File: src/rtl/kwdt_pkg.sv
package kwdt_pkg;

  // Register select, taken from byte address bits [3:2]
  localparam logic [1:0] SEL_MODE = 2'd0;
  localparam logic [1:0] SEL_CTL  = 2'd1;
  localparam logic [1:0] SEL_KICK = 2'd2;
  localparam logic [1:0] SEL_STAT = 2'd3;

  localparam logic [11:0] MODE_KEY  = 12'hABC;   // wdata[23:12]
  localparam logic [9:0]  CTL_KEY   = 10'h248;   // wdata[23:14]
  localparam logic [31:0] KICK_CODE = 32'h0000_1999;

  typedef struct packed {
    logic [1:0] plen;
    logic       irq_en;
    logic       rst_en;
    logic       run;
  } mode_t;

  function automatic logic [4:0] pulse_cycles(input logic [1:0] code);
    return 5'd2 << code;
  endfunction

endpackage

File: src/rtl/kwdt_prescale.sv
module kwdt_prescale #(
  parameter int unsigned P0 = 3,
  parameter int unsigned P1 = 6,
  parameter int unsigned P2 = 9,
  parameter int unsigned P3 = 12
) (
  input  logic       clk,
  input  logic       rst_n,
  input  logic       run,
  input  logic       clr,
  input  logic [1:0] div_sel,
  output logic       tick
);
  localparam int unsigned M01   = (P0 > P1) ? P0 : P1;
  localparam int unsigned M23   = (P2 > P3) ? P2 : P3;
  localparam int unsigned PMAX  = (M01 > M23) ? M01 : M23;
  localparam int unsigned PRE_W = (PMAX < 1) ? 1 : PMAX;

  logic [PRE_W-1:0] lim [4];
  logic [PRE_W-1:0] pre_q, pre_d;

  for (genvar g = 0; g < 4; g++) begin : g_lim
    localparam int unsigned LG = (g == 0) ? P0 : (g == 1) ? P1 : (g == 2) ? P2 : P3;
    assign lim[g] = PRE_W'((64'd1 << LG) - 64'd1);
  end

  assign tick = run && (pre_q == lim[div_sel]);

  always_comb begin
    pre_d = pre_q;
    if (!run || clr || tick) pre_d = '0;
    else                     pre_d = pre_q + 1'b1;
  end

  always_ff @(posedge clk or negedge rst_n) begin
    if (!rst_n) pre_q <= '0;
    else        pre_q <= pre_d;
  end

  a_r5_wrap_after_tick: assert property (@(posedge clk) disable iff (!rst_n)
    tick |=> (pre_q == '0));

endmodule

File: src/rtl/kwdt_regs.sv
module kwdt_regs
  import kwdt_pkg::*;
#(
  parameter int unsigned ADDR_W   = 4,
  parameter int unsigned RELOAD_W = 12
) (
  input  logic                clk,
  input  logic                rst_n,
  input  logic [ADDR_W-1:0]   bus_addr,
  input  logic                bus_we,
  input  logic [31:0]         bus_wdata,
  output logic [31:0]         bus_rdata,
  input  logic                status_i,
  output mode_t               mode_o,
  output logic [RELOAD_W-1:0] reload_o,
  output logic [1:0]          div_sel_o,
  output logic                load_o,
  output logic                dis_o
);
  logic [1:0] rsel;
  logic       mode_ok, ctl_ok, kick_ok;
  mode_t      mode_q, mode_d;
  logic [RELOAD_W-1:0] reload_q, reload_d;
  logic [1:0] sel_q, sel_d;

  assign rsel    = bus_addr[3:2];
  assign mode_ok = bus_we && (rsel == SEL_MODE) && (bus_wdata[23:12] == MODE_KEY);
  assign ctl_ok  = bus_we && (rsel == SEL_CTL)  && (bus_wdata[23:14] == CTL_KEY);
  assign kick_ok = bus_we && (rsel == SEL_KICK) && (bus_wdata == KICK_CODE);

  always_comb begin
    mode_d   = mode_q;
    reload_d = reload_q;
    sel_d    = sel_q;
    if (mode_ok) begin
      mode_d.run    = bus_wdata[0];
      mode_d.rst_en = bus_wdata[1];
      mode_d.irq_en = bus_wdata[2];
      mode_d.plen   = bus_wdata[5:4];
    end
    if (ctl_ok) begin
      reload_d = bus_wdata[2 +: RELOAD_W];
      sel_d    = bus_wdata[1:0];
    end
  end

  always_ff @(posedge clk or negedge rst_n) begin
    if (!rst_n) begin
      mode_q   <= '0;
      reload_q <= '0;
      sel_q    <= '0;
    end else begin
      mode_q   <= mode_d;
      reload_q <= reload_d;
      sel_q    <= sel_d;
    end
  end

  assign load_o    = kick_ok || (mode_ok && bus_wdata[0] && !mode_q.run);
  assign dis_o     = mode_ok && !bus_wdata[0];
  assign mode_o    = mode_q;
  assign reload_o  = reload_q;
  assign div_sel_o = sel_q;

  always_comb begin
    bus_rdata = '0;
    unique case (rsel)
      SEL_MODE: bus_rdata = {26'd0, mode_q.plen, 1'b0, mode_q.irq_en, mode_q.rst_en, mode_q.run};
      SEL_CTL:  bus_rdata = {{(30 - RELOAD_W){1'b0}}, reload_q, sel_q};
      SEL_KICK: bus_rdata = '0;
      SEL_STAT: bus_rdata = {31'd0, status_i};
      default:  bus_rdata = '0;
    endcase
  end

  // an unkeyed mode write leaves the mode register untouched
  a_r2_mode_key: assert property (@(posedge clk) disable iff (!rst_n)
    (bus_we && rsel == SEL_MODE && bus_wdata[23:12] != MODE_KEY) |=> $stable(mode_q));

  // an unkeyed counter-control write leaves reload and divider untouched
  a_r3_ctl_key: assert property (@(posedge clk) disable iff (!rst_n)
    (bus_we && rsel == SEL_CTL && bus_wdata[23:14] != CTL_KEY) |=> ($stable(reload_q) && $stable(sel_q)));

  // a wrong restart value never produces a load
  a_r6_bad_kick: assert property (@(posedge clk) disable iff (!rst_n)
    (bus_we && rsel == SEL_KICK && bus_wdata != KICK_CODE) |-> !load_o);

endmodule

File: src/rtl/kwdt_core.sv
module kwdt_core
  import kwdt_pkg::*;
#(
  parameter int unsigned RELOAD_W   = 12,
  parameter int unsigned STEP_SHIFT = 12
) (
  input  logic                clk,
  input  logic                rst_n,
  input  logic                run,
  input  logic                rst_en,
  input  logic                irq_en,
  input  logic [1:0]          plen,
  input  logic [RELOAD_W-1:0] reload,
  input  logic                tick,
  input  logic                load,
  input  logic                dis,
  output logic                status_o,
  output logic                irq_o,
  output logic                rst_o
);
  localparam int unsigned CNT_W = RELOAD_W + STEP_SHIFT;

  logic [CNT_W-1:0] cnt_q, cnt_d;
  logic             stat_q, stat_d;
  logic [4:0]       pls_q, pls_d;
  logic             expire;

  assign expire = tick && !stat_q && !load && !dis && (cnt_q <= CNT_W'(1));

  always_comb begin
    cnt_d = cnt_q;
    if (load)                                 cnt_d = {reload, {STEP_SHIFT{1'b0}}};
    else if (tick && !stat_q && cnt_q != '0)  cnt_d = cnt_q - 1'b1;
  end

  always_comb begin
    stat_d = stat_q;
    if (load || dis) stat_d = 1'b0;
    else if (expire) stat_d = 1'b1;
  end

  always_comb begin
    pls_d = pls_q;
    if (expire && rst_en)  pls_d = pulse_cycles(plen);
    else if (pls_q != '0)  pls_d = pls_q - 1'b1;
  end

  always_ff @(posedge clk or negedge rst_n) begin
    if (!rst_n) begin
      cnt_q  <= '0;
      stat_q <= 1'b0;
      pls_q  <= '0;
    end else begin
      cnt_q  <= cnt_d;
      stat_q <= stat_d;
      pls_q  <= pls_d;
    end
  end

  assign status_o = stat_q;
  assign irq_o    = stat_q && irq_en;
  assign rst_o    = (pls_q != '0);

  // the expiry flag holds until a restart or a disable
  a_r7_status_hold: assert property (@(posedge clk) disable iff (!rst_n)
    (stat_q && !load && !dis) |=> stat_q);

  // a reset pulse begins only together with a fresh expiry
  a_r9_pulse_at_expiry: assert property (@(posedge clk) disable iff (!rst_n)
    $rose(rst_o) |-> $rose(stat_q));

  // while stopped and not reloaded, the counter does not move
  a_r10_halt: assert property (@(posedge clk) disable iff (!rst_n)
    (!run && !load) |=> $stable(cnt_q));

endmodule

File: src/rtl/kwdt_top.sv
module kwdt_top
  import kwdt_pkg::*;
#(
  parameter int unsigned ADDR_W     = 4,
  parameter int unsigned RELOAD_W   = 12,
  parameter int unsigned STEP_SHIFT = 12,
  parameter int unsigned P0         = 3,
  parameter int unsigned P1         = 6,
  parameter int unsigned P2         = 9,
  parameter int unsigned P3         = 12
) (
  input  logic              clk,
  input  logic              rst_n,
  input  logic [ADDR_W-1:0] bus_addr,
  input  logic              bus_we,
  input  logic [31:0]       bus_wdata,
  output logic [31:0]       bus_rdata,
  output logic              irq_o,
  output logic              rst_o
);
  mode_t               mode;
  logic [RELOAD_W-1:0] reload;
  logic [1:0]          div_sel;
  logic                load, dis, tick, status;

  kwdt_regs #(.ADDR_W(ADDR_W), .RELOAD_W(RELOAD_W)) u_regs (
    .clk(clk), .rst_n(rst_n),
    .bus_addr(bus_addr), .bus_we(bus_we), .bus_wdata(bus_wdata), .bus_rdata(bus_rdata),
    .status_i(status), .mode_o(mode), .reload_o(reload), .div_sel_o(div_sel),
    .load_o(load), .dis_o(dis)
  );

  kwdt_prescale #(.P0(P0), .P1(P1), .P2(P2), .P3(P3)) u_pre (
    .clk(clk), .rst_n(rst_n), .run(mode.run), .clr(load), .div_sel(div_sel), .tick(tick)
  );

  kwdt_core #(.RELOAD_W(RELOAD_W), .STEP_SHIFT(STEP_SHIFT)) u_core (
    .clk(clk), .rst_n(rst_n),
    .run(mode.run), .rst_en(mode.rst_en), .irq_en(mode.irq_en), .plen(mode.plen),
    .reload(reload), .tick(tick), .load(load), .dis(dis),
    .status_o(status), .irq_o(irq_o), .rst_o(rst_o)
  );

  // the interrupt never shows while the flag is clear
  a_r8_irq_level: assert property (@(posedge clk) disable iff (!rst_n)
    !status |-> !irq_o);

endmodule

File: config.mk
export PLATFORM = sky130hd
export DESIGN_NAME = kwdt_top
export DESIGN_NICKNAME = d
export VERILOG_FILES = /design/src/rtl/kwdt_pkg.sv /design/src/rtl/kwdt_prescale.sv /design/src/rtl/kwdt_regs.sv /design/src/rtl/kwdt_core.sv /design/src/rtl/kwdt_top.sv
export SDC_FILE = /design/constraint.sdc
export NUM_CORES = 1
export LEC_CHECK = 0
export ABC_AREA = 1
export BUFFER_PORTS_ARGS = -buffer_cell sky130_fd_sc_hd__buf_2
export CELL_PAD_IN_SITES_DETAIL_PLACEMENT = 0
export CELL_PAD_IN_SITES_GLOBAL_PLACEMENT = 1
export CORE_MARGIN = 2
export CORE_UTILIZATION = 41
export CTS_CLUSTER_SIZE = 20
export DETAILED_ROUTE_END_ITERATION = 6
export PLACE_DENSITY = 0.91
export SYNTH_ARGS = -nofsm -noshare
export SYNTH_HDL_FRONTEND = slang
export SYNTH_SLANG_ARGS = --single-unit
File: constraint.sdc
create_clock -name clk -period 2.4 [get_ports clk]
set_input_delay 0.48 -clock clk [delete_from_list [all_inputs] [get_ports clk]]
set_output_delay 0.48 -clock clk [all_outputs]
set_load 0.005 [all_outputs]
Yosys cells after proc, flatten, opt, wreduce, memory -nomap -nowiden
Cells that the tools add are included.
- $add $sub $neg: 3
- multiply operators: 0
- div/mod/pow operators: 0
- magnitude comparators: 2
- eq/ne operators: 7
- shifts and indexed selects: 1
- mux-type cells: 11
- bitwise gates (word level): 1
- reductions and logical operators: 32
- operator list (operator ; number):
    $pmux 32 s4 ; 1
    $mux 24 ; 2
    $mux 12 ; 3
    $eq 32x13->1 const B ; 1
    $bmux 12 s2 ; 1
    $le 24x1->1 const B ; 1
    $reduce_bool 24->1 ; 1
    $sub 24x1->24 const B ; 1
    $logic_and 1x1->1 ; 17
    $add 12x1->12 const B ; 1
    $eq 12x12->1 ; 1
    $eq 12x12->1 const B ; 1
    $eq 10x10->1 const B ; 1
    $mux 5 ; 2
    $reduce_bool 2->1 ; 3
    $logic_not 1->1 ; 5
    $reduce_bool 5->1 ; 1
    $shl 2x2->5 const A ; 1
    $sub 5x1->5 const B ; 1
    $eq 2x2->1 const B ; 2
    $logic_or 1x1->1 ; 4
    $ge 3x3->1 const B ; 1
    $not 2->3 ; 1
    $eq 2x1->1 const B ; 1
    2 further kinds ; 3
- flip-flop bits (word level): 61
- latch bits: 0
- RAM bits: 0
- memory bits (read-only): 0
- input bits: 39
- memories: 0

Logic depth before layout (Yosys ltp)
Gate-level depths: netlist (run 1).
- word-level depth: 12
- depth in mapped cells: 13
- mapped depth without buffers: 12

Cells and area by module
Synthesis (run 1) repeated with hierarchy kept, for this count alone.
- cell total of the unflattened synthesis: 650
- area, all modules: 4367.9 µm²
- modules (own cells, without submodules) (module ; instances ; cells an instance ; area an instance (µm²) ; seq. area each (µm²)):
    kwdt_core ; 1 ; 338 ; 2207.1 ; 750.7
    kwdt_regs ; 1 ; 201 ; 1371.3 ; 475.5
    kwdt_prescale ; 1 ; 111 ; 789.5 ; 300.3

Worst setup path after synthesis (run 1)
No wires, ideal clock.
- kind: register -> output
- from: reg u_core.pls_q[0]
- to: out rst_o
- data arrival time: 1295 ps
- data required time: 1920 ps
- setup slack: 625 ps
- stages on the path, launching flop included: 6
- cell sequence: dfrtp_1 > inv_1 > ha_1 > inv_1 > nor4_1 > inv_1
- word-level cells in the longest chain between the ends: 1
- RTL lines (element ; line ; source):
    from (decl) ; kwdt_core.sv:25 ; logic [4:0] pls_q, pls_d;
    from (signal assigned) ; kwdt_core.sv:56 ; pls_q <= pls_d;
    $reduce_bool 5->1 ; kwdt_core.sv:62 ; assign rst_o = (pls_q != '0);
    to (decl) ; kwdt_top.sv:19 ; output logic rst_o
Every way passes these cells.

Final worst setup path (run 1)
Ends and elaborated chain as after synthesis.

==> run summary, run 1 <==
### Yosys
• post-synth cell types: 45
• library cell with the largest summed area after synthesis: sky130_fd_sc_hd__dfrtp_1
• post-synth design cell area: 4317 sq um
• async set-or-reset flop fraction in the synthesized netlist: 100.0%
• Top FF cell, synth: sky130_fd_sc_hd__dfrtp_1
• portion of synthesized cell area occupied by the leading cell type: 35.36%
• post-synthesis register bit count: 61
• number of standard cells after synthesis: 599
• number of synthesized flops with an enable pin: 0
• list of most frequent post-synthesis cells: sky130_fd_sc_hd__nand2_1, sky130_fd_sc_hd__nor2_1, sky130_fd_sc_hd__inv_1
• total of warnings raised by yosys: 0
• Seq/Total Area, Yosys: 35.36%
• per-instance average area after synthesis: 7.206 sq um
• most numerous cell in the Yosys netlist: sky130_fd_sc_hd__nand2_1
• top cells by area in the synthesized netlist: sky130_fd_sc_hd__dfrtp_1, sky130_fd_sc_hd__nand2_1, sky130_fd_sc_hd__nor2_1

### Setup path
• sort of element at the start of the critical path: flop
• reg-to-reg setup timing slack: 440 ps
• most prevalent standard cell on the critical path: sky130_fd_sc_hd__inv_1
• list of cells traversed by the critical path: inv_1, ha_1, inv_1, nor4_1, buf_4, inv_1, buf_2
• Crit path buffers/inverters: 5
• largest stage delay on the critical path: 400 ps
• beginning of the worst register-to-register path: u_core.cnt_q[0]$_DFFE_PN0P_
• arrival time worst endpoint: 1630 ps
• nature of the critical path endpoint: primary output
• start point of the critical path: u_core.pls_q[0]$_DFFE_PN0P_
• data required time of the worst path: 1920 ps
• top cell family by delay on the critical path: buffers and inverters
• highest-delay cell along the critical path: sky130_fd_sc_hd__dfrtp_1
• type of the setup path with the least slack: reg2out
• largest fanout of any net on the critical path: 6

### Layout
• Inserted Diodes: 0
• final standard cell utilization of the core: 47.42%
• layout-stage area growth over the synthesis result: 12.90%
• fill cell instance count of the final layout: 1080
• Post-layout nets: 709
• fraction of final layout cells sized beyond drive strength 1: 19.88%

### Placement
• count of buffers from port buffering: 52
• detailed placer's ending HPWL: 8.226 mm
• RD Place Congestion: 0.8829

### Floorplan
• die span in y: 106.6 um
• die area: 11360 sq um
• initial standard-cell utilization of the core: 42.00%
• number of rows created at floorplan: 37
• Die Width: 106.6 um
• Core Area: 10280 sq um
• I/O pin cnt: 73

### Timing
• Slew Limit Fails: 0
• share of the clock period used by the worst path after layout: 87.90%
• setup clock skew after layout: 10.01 ps
• fmax: 0.4740 GHz
• number of hold-slack violations in the final timing report: 0
• Final min period: 2110 ps
• unrepaired setup endpoints after global routing: no
• setup TNS: 0 ps
• final setup violation count: 0

### CTS
• clock-pin slew on the worst setup and hold paths: 80 ps
• clock tree from TritonCTS: yes
• clock sinks: 61
• Clock Latency Late Sink: 350 ps
• deepest clock path buffer count: 2
• clock root cell: sky130_fd_sc_hd__clkbuf_8
• number of buffers added for setup after CTS: 0
• H-Tree Depth: 3
• cts bufs inserted: 9

### Global route
• maximum number of pins on one net before global-route repair: 36
• number of antenna violations at the first check in global routing: 0
• aggregate global-route resource usage: 19.34%
• number of global-route vias before repair: 3820
• Congestion Overflow GR: 0
• global-route wire length before repair: 17.52 mm

### Power and ir drop
• leakage: 2.406 nW
• maximum ir drop on the vdd rail: 0.0003632 V
• power density relative to cell area: 624.4 nW/um^2
• overall power consumption: 0.003043 W

### Route
• total wire length: 10.26 mm
• Iter 0 DRT Violations: 133
• total DRC errors in the routed layout: 0
• total number of vias: 3815
• drt pass-1 iters: 4
• antenna viol nets, final: 0
• number of vias per cell: 4.739
• routed length per placed instance: 12.74 um

### Outcome
• result of the run: finished clean

### Job
• reported max-cap violation count: 0

### Hold path
• class of the worst hold path: in2reg
• hold path startpoint: bus_wdata[10]

[path summary, 6_finish.rpt]
kind,endpoint,cells past startpoint
worst max-delay path,rst_o,7
worst min-delay path,u_regs.reload_o[8]$_DFFE_PN0P_,3
worst max register to register,u_core.cnt_q[14]$_DFFE_PN0P_,9
worst min register to register,u_core.cnt_q[22]$_DFFE_PN0P_,2
max in group asynchronous,u_core.pls_q[0]$_DFFE_PN0P_,3
min in group asynchronous,u_core.cnt_q[19]$_DFFE_PN0P_,2
[cells in the final DEF, fill, tap and decap left out, types with 6 or more instances in the layout]
cell                       instances
sky130_fd_sc_hd__a21oi_1           9
sky130_fd_sc_hd__buf_4            10
sky130_fd_sc_hd__nor2_2           10
sky130_fd_sc_hd__buf_2            52
sky130_fd_sc_hd__nand2_2           7
sky130_fd_sc_hd__nand2_1         130
sky130_fd_sc_hd__conb_1           18
sky130_fd_sc_hd__o21ai_0          19
sky130_fd_sc_hd__ha_1              6
sky130_fd_sc_hd__nor3_1           13
sky130_fd_sc_hd__xor2_1           25
sky130_fd_sc_hd__o21ai_2          10
sky130_fd_sc_hd__nand4_1          18
sky130_fd_sc_hd__inv_1            76
sky130_fd_sc_hd__nand3_1          35
sky130_fd_sc_hd__o21ai_1          10
sky130_fd_sc_hd__clkbuf_8          9
sky130_fd_sc_hd__nor2_1          100
sky130_fd_sc_hd__dfrtp_1          61
[layout make-up]
cell class                      count  area [sq um]  area share (%)
Timing Repair Buffer               64         365.4           7.497
Inverter                           81         306.5           6.290
Clock inverter                      7         51.30           1.053
Clock buffer                        9         123.9           2.542
Sequential cell                    61          1526           31.32
Multi-Input combinational cell    447          2330           47.80
Tap cell                          136         170.2           3.492
[what timing repair did]
item / CTS / global route
setup endpoints to repair: 0 / 0
hold buffers: 1 / 0
hold endpoints to repair: 10 / 0
resized for setup: 0 / 0
[report_power, final]
group          leakage, nW  total [W]  switching (W)  internal [W]
Sequential           0.777    0.00132       0.000153       0.00117
Combinational         1.54   0.000896       0.000552      0.000344
Clock               0.0856   0.000829       0.000452      0.000377
[tightest hold or removal path, cell delays in order]
cell,delay (ps)
sky130_fd_sc_hd__buf_2,80
sky130_fd_sc_hd__inv_1,50
sky130_fd_sc_hd__o21ai_1,120
[stage by stage]
step	cells	setup slack (ps)	hold WS, ps	cell area (sq um)
floorplan	616	624.6	184.4	4380
global placement	788	392.3	381.3	4688
detailed placement	788	364.9	383.7	4688
CTS	805	264.3	397.6	4873
global route	805	191.7	410.5	4873
finish	805	290.4	410.5	4873
[cell families (layout without fill, tap and decap cells)]
family,Yosys count,after routing,share of synthesized area [%]
AOI/OAI and AO/OA,54,54,7.536
adders and majority gates,6,6,1.739
xor gates and xnor gates,27,27,5.478
buffers and inverters,108,161,12.14
DFF,61,61,35.36
other,1,18,0.08687
and+or+nand+nor,342,342,37.65
[sequential cells by signal (all words and copies together) (netlist names)]
name and flops:
u_pre.pre_q 12, u_core.cnt_q 24, u_regs.div_sel_o 2, u_core.pls_q 5
u_regs.reload_o 12, u_core.status_o 1, u_regs.mode_o 5
[metal layers]
layer	vias to the layer above	global-route usage, %	part of all wire [%]
li1	1988	-	-
met5	-	0	0
met3	14	3.404	3.5
met4	0	6.865	1.6
met2	63	34.17	50
met1	1750	23.64	45
(Power assumes the default switching activity.)
==> run 2, diff against run 1 <==
Settings changed: RECOVER_POWER set to 100.
==> run 2 against run 1 <==
  * First-iteration DRC count increased by 24%
  * Flip-flop and latch count is the same
  * Worst setup slack gained 0.60 ps
  * Power is 0.71% lower
  * Final cell count unchanged
  * Sequential share of layout area increased by 0.51 points
  * Count of clock-buffer cells in the layout stayed put
  * Combinational power shrank 2.6%
  * Sequential power is essentially flat
  * Core utilization is 0.75 points lower
  * Critical path type unchanged
  * Largest cell class unchanged
  * Highest routed layer unchanged
==> run summary, run 2 (same netlist as run 1, synthesis figures left out) <==
### Timing
• number of hold-slack violations in the final timing report: 0
• fmax: 0.4742 GHz
• share of the clock period used by the worst path after layout: 87.88%
• setup clock skew after layout: 8.592 ps
• setup TNS: 0 ps
• Slew Limit Fails: 0
• unrepaired setup endpoints after global routing: no
• final setup violation count: 0
• Final min period: 2109 ps
• transition time at the pin with the least slew margin: 864.9 ps
• worst rel slew slack: 42.34%

### Placement
• detailed placer's ending HPWL: 8.226 mm
• RD Place Congestion: 0.8829
• count of buffers from port buffering: 52

### Layout
• register containing the most flip-flops in the final layout: u_core.cnt_q
• Inserted Diodes: 0
• most frequent cells in the layout: sky130_fd_sc_hd__nand2_1, sky130_fd_sc_hd__nor2_1, sky130_fd_sc_hd__inv_1
• commonest non-fill, non-tap cell in the layout: sky130_fd_sc_hd__nand2_1
• Largest register FFs: 24
• layout-stage area growth over the synthesis result: 11.10%
• fraction of final layout cells sized beyond drive strength 1: 15.70%
• fill cell instance count of the final layout: 1100
• Post-layout nets: 709

### Setup path
• nature of the critical path endpoint: primary output
• sort of element at the start of the critical path: flop
• type of the setup path with the least slack: reg2out
• data required time of the worst path: 1920 ps
• largest fanout of any net on the critical path: 6
• arrival time worst endpoint: 1630 ps

### Floorplan
• Die Width: 106.6 um
• number of rows created at floorplan: 37
• I/O pin cnt: 73
• die span in y: 106.6 um
• Core Area: 10280 sq um
• initial standard-cell utilization of the core: 42.00%
• die area: 11360 sq um

### Outcome
• result of the run: finished clean

### Power and ir drop
• overall power consumption: 0.003021 W
• maximum ir drop on the vdd rail: 0.0003635 V
• leakage: 2.333 nW
• power density relative to cell area: 630.0 nW/um^2

### CTS
• H-Tree Depth: 3
• deepest clock path buffer count: 2
• clock root cell: sky130_fd_sc_hd__clkbuf_8
• clock tree from TritonCTS: yes
• post_cts resized: 0
• clock-pin slew on the worst setup and hold paths: 80 ps
• Clock Latency Late Sink: 350 ps
• number of buffers added for setup after CTS: 0
• cts bufs inserted: 9
• clock sinks: 61

### Route
• Iter 0 DRT Violations: 165
• number of vias per cell: 4.763
• total DRC errors in the routed layout: 0
• total number of vias: 3834
• antenna viol nets, final: 0
• routed length per placed instance: 12.85 um
• total wire length: 10.35 mm
• drt pass-1 iters: 4

### Global route
• number of antenna violations at the first check in global routing: 0
• maximum number of pins on one net before global-route repair: 36
• Congestion Overflow GR: 0
• global-route wire length before repair: 17.52 mm
• aggregate global-route resource usage: 19.34%
• number of global-route vias before repair: 3820

### Job
• reported max-cap violation count: 0

### Hold path
• class of the worst hold path: in2reg

==> run 2: cell count changes in the layout (fill, tap and decap cells not counted), sizes merged <==
cell    delta
buf       -20
clkbuf    +20
==> run 2: repair_timing <==
| item | CTS | global route |
|---|---|---|
| endpoints found under the hold margin | 10 | 0 |
| hold buffers | 1 | 0 |
| endpoints found under the setup margin | 0 | 0 |
==> run 2: worst max-delay path: stages, from the launching register on <==
cell and delay [ps]:
sky130_fd_sc_hd__dfrtp_1 400, sky130_fd_sc_hd__inv_1 110, sky130_fd_sc_hd__ha_1 150, sky130_fd_sc_hd__inv_1 30, sky130_fd_sc_hd__nor4_1 220, sky130_fd_sc_hd__buf_4 190, sky130_fd_sc_hd__inv_1 60, sky130_fd_sc_hd__buf_2 120
==> run 2: power breakdown <==
group	total, W	internal, W	switching, W
registers	0.00132	0.00117	0.000155
logic	0.000873	0.000334	0.000539
clock network	0.000828	0.000377	0.000452
total	0.00302	0.00188	0.00115
==> run 2: cell type report <==
class                      instances  area, sq um  area share, %
clock inverter                     7        51.30          1.070
multi-input combinational        447         2281          47.56
sequential                        61         1526          31.83
clock buffer                       9        123.9          2.583
tap                              136        170.2          3.548
timing repair buffer              64        336.6          7.018
inverter                          81        306.5          6.392
==> run 2: routing by layer <==
layer  track usage [%]  part of all wire [%]
met2             34.17                    50
met1             23.64                    45
met3             3.404                   3.5
met4             6.865                   1.9
met5                 0                     0
==> run 2: final timing paths <==
check	from	end	slack, ps	depth (start not counted)
setup / recovery	u_core.pls_q[0]$_DFFE_PN0P_	rst_o	290	7
setup reg to reg	u_pre.pre_q[0]$_DFF_PN0_	u_core.cnt_q[5]$_DFFE_PN0P_	350	10
hold / removal	bus_wdata[11]	u_regs.reload_o[9]$_DFFE_PN0P_	410	3
min in group asynchronous	rst_n	u_core.cnt_q[19]$_DFFE_PN0P_	690	2
max in group asynchronous	rst_n	u_core.pls_q[0]$_DFFE_PN0P_	490	3
hold reg to reg	u_regs.reload_o[10]$_DFFE_PN0P_	u_core.cnt_q[22]$_DFFE_PN0P_	490	2
==> run 2: metrics by stage <==
step                cells  util, %  instance area [sq um]  setup WS, ps  hold WS (ps)
floorplan             616        -                   4380         624.6         184.4
global placement      788    45.62                   4688         392.3         381.3
detailed placement    788    45.62                   4688         364.9         383.7
CTS                   805    47.42                   4873         264.3         397.6
global route          805    46.66                   4796         119.8         421.5
finish                805    46.66                   4796         291.0         414.7
==> run 3, diff against run 2 <==
Settings changed: PLACE_DENSITY 0.91 to 0.9.
==> run 3 against run 2 <==
  * The run now ends with max-capacitance violations, max-slew violations left
  * Clock power is 15% higher
  * Core utilization is essentially flat
  * Worst setup slack got worse by 74 ps
  * Hold slack got worse by 2.3 ps
  * Clock skew increased by 4.1 ps
  * Cell area decreased by 0.10%
  * Wire length is 0.72% lower
  * Critical path type unchanged
  * Largest cell class unchanged
==> run summary, run 3 (same netlist as run 1, synthesis figures left out) <==
### Outcome
• result of the run: complete, but fails checks
• failing checks: max-capacitance violations, max-slew violations

### Setup path
• beginning of the worst register-to-register path: u_core.cnt_q[0]$_DFFE_PN0P_
• sort of element at the start of the critical path: flop
• nature of the critical path endpoint: primary output
• arrival time worst endpoint: 1700 ps
• end of the critical path: rst_o
• start point of the critical path: u_core.pls_q[0]$_DFFE_PN0P_
• largest fanout of any net on the critical path: 6
• worst flop-to-flop path endpoint: u_core.pls_q[1]$_DFFE_PN0P_
• reg-to-reg setup timing slack: 350 ps
• worst-case reg-to-reg path depth: 10
• data required time of the worst path: 1920 ps
• type of the setup path with the least slack: reg2out

### Power and ir drop
• logic gate share of total power: 27.1%
• Switching Share: 36.79%
• maximum ir drop on the vdd rail: 0.0003211 V
• power density relative to cell area: 648.7 nW/um^2
• net switching power of the design: 0.001143 W
• clock group share of total power: 30.5%
• leakage: 2.326 nW
• power share of the sequential group: 42.4%
• overall power consumption: 0.003108 W
• internal power summed over all cells: 0.001964 W

### Layout
• final standard cell utilization of the core: 46.62%
• layout-stage area growth over the synthesis result: 10.99%
• finished layout cell area: 4791 sq um
• Post-layout nets: 707
• register containing the most flip-flops in the final layout: u_core.cnt_q
• Largest register FFs: 24
• Inserted Diodes: 0
• most frequent cells in the layout: sky130_fd_sc_hd__nand2_1, sky130_fd_sc_hd__nor2_1, sky130_fd_sc_hd__inv_1
• commonest non-fill, non-tap cell in the layout: sky130_fd_sc_hd__nand2_1
• fraction of final layout cells sized beyond drive strength 1: 15.89%

### Placement
• setup slack at placement: 318.0 ps
• RD Place Congestion: 0.8994
• count of buffers from port buffering: 52
• cell area reported after detailed placement: 4681 sq um
• detailed placer's ending HPWL: 7.964 mm

### CTS
• cts bufs inserted: 9
• cts hold-fix bufs: 0
• clock root cell: sky130_fd_sc_hd__clkbuf_8
• post_cts resized: 0
• deepest clock path buffer count: 2
• number of buffers added for setup after CTS: 0
• H-Tree Depth: 3
• Clock Latency Late Sink: 360 ps
• clock tree from TritonCTS: yes
• clock-pin slew on the worst setup and hold paths: 80 ps
• clock sinks: 61

### Timing
• setup clock skew after layout: 12.72 ps
• fmax: 0.4581 GHz
• number of hold-slack violations in the final timing report: 0
• final setup violation count: 0
• transition time at the pin with the least slew margin: 1565 ps
• share of the clock period used by the worst path after layout: 90.97%
• crit path setup slack, layout: 216.8 ps
• Final min period: 2183 ps
• Slew Limit Fails: 62
• setup TNS: 0 ps
• unrepaired setup endpoints after global routing: no
• worst rel slew slack: -4.352%

### Floorplan
• I/O pin cnt: 73
• die span in y: 106.6 um
• die area: 11360 sq um
• initial standard-cell utilization of the core: 42.00%
• Core Area: 10280 sq um
• number of rows created at floorplan: 37
• Die Width: 106.6 um

### Route
• antenna viol nets, final: 0
• drt pass-1 iters: 4
• total DRC errors in the routed layout: 0
• Iter 0 DRT Violations: 179
• total wire length: 10.27 mm
• routed length per placed instance: 12.79 um
• total number of vias: 3899
• number of vias per cell: 4.856

### Global route
• number of global-route vias before repair: 3847
• aggregate global-route resource usage: 19.53%
• maximum number of pins on one net before global-route repair: 62
• global-route wire length before repair: 17.84 mm
• Congestion Overflow GR: 0
• number of antenna violations at the first check in global routing: 0

### Job
• reported max-cap violation count: 1

### Hold path
• class of the worst hold path: in2reg

## run 3: worst min-delay path by stage
stage	cells past startpoint	slack [ps]	start	end
detailed placement	2	480	u_regs.reload_o[10]$_DFFE_PN0P_	u_core.cnt_q[22]$_DFFE_PN0P_
finish	3	410	bus_wdata[13]	u_regs.reload_o[11]$_DFFE_PN0P_
global placement	1	470	u_pre.pre_q[0]$_DFF_PN0_	u_pre.pre_q[0]$_DFF_PN0_
global route	3	420	bus_wdata[8]	u_regs.reload_o[6]$_DFFE_PN0P_
floorplan	0	180	rst_n	u_core.cnt_q[0]$_DFFE_PN0P_
CTS	2	140	rst_n	u_pre.pre_q[11]$_DFF_PN0_
## run 3: power groups by stage
stage	clock, W	sequential, W	combinational (W)
floorplan	0	0.00130	0.000696
global placement	0	0.00133	0.000859
detailed placement	0	0.00133	0.000880
CTS	0.000967	0.00132	0.000886
global route	0.00100	0.00134	0.000970
finish	0.000949	0.00132	0.000843
## run 3: final cells by class
type / instances / area, sq um
Multi-Input combinational cell: 447 / 2282
Timing Repair Buffer: 62 / 305.3
Sequential cell: 61 / 1526
Fill cell: 1132 / 5487
Inverter: 81 / 306.5
Clock inverter: 7 / 76.32
Tap cell: 136 / 170.2
Clock buffer: 9 / 123.9
## run 3: stage by stage
step	hold slack [ps]	instances
after floorplan	184.4	616
final	412.5	803
after global routing	420.9	803
after global placement	469.2	787
after detailed placement	482.2	787
after CTS	139.7	803
## run 3: critical path: stages (launching register included)
cell and delay, ps:
sky130_fd_sc_hd__dfrtp_1 400, sky130_fd_sc_hd__inv_1 110, sky130_fd_sc_hd__ha_1 150, sky130_fd_sc_hd__inv_1 40, sky130_fd_sc_hd__nor4_1 230, sky130_fd_sc_hd__clkbuf_2 210, sky130_fd_sc_hd__inv_1 90, sky130_fd_sc_hd__buf_2 130
## run 3: metal layers
layer	up-vias	global-route usage, %	part of all wire (%)
met4	0	4.731	1.1
met3	12	3.343	3.4
met1	1829	24.89	46
met5	-	0	0
li1	1982	-	-
met2	76	34.44	50
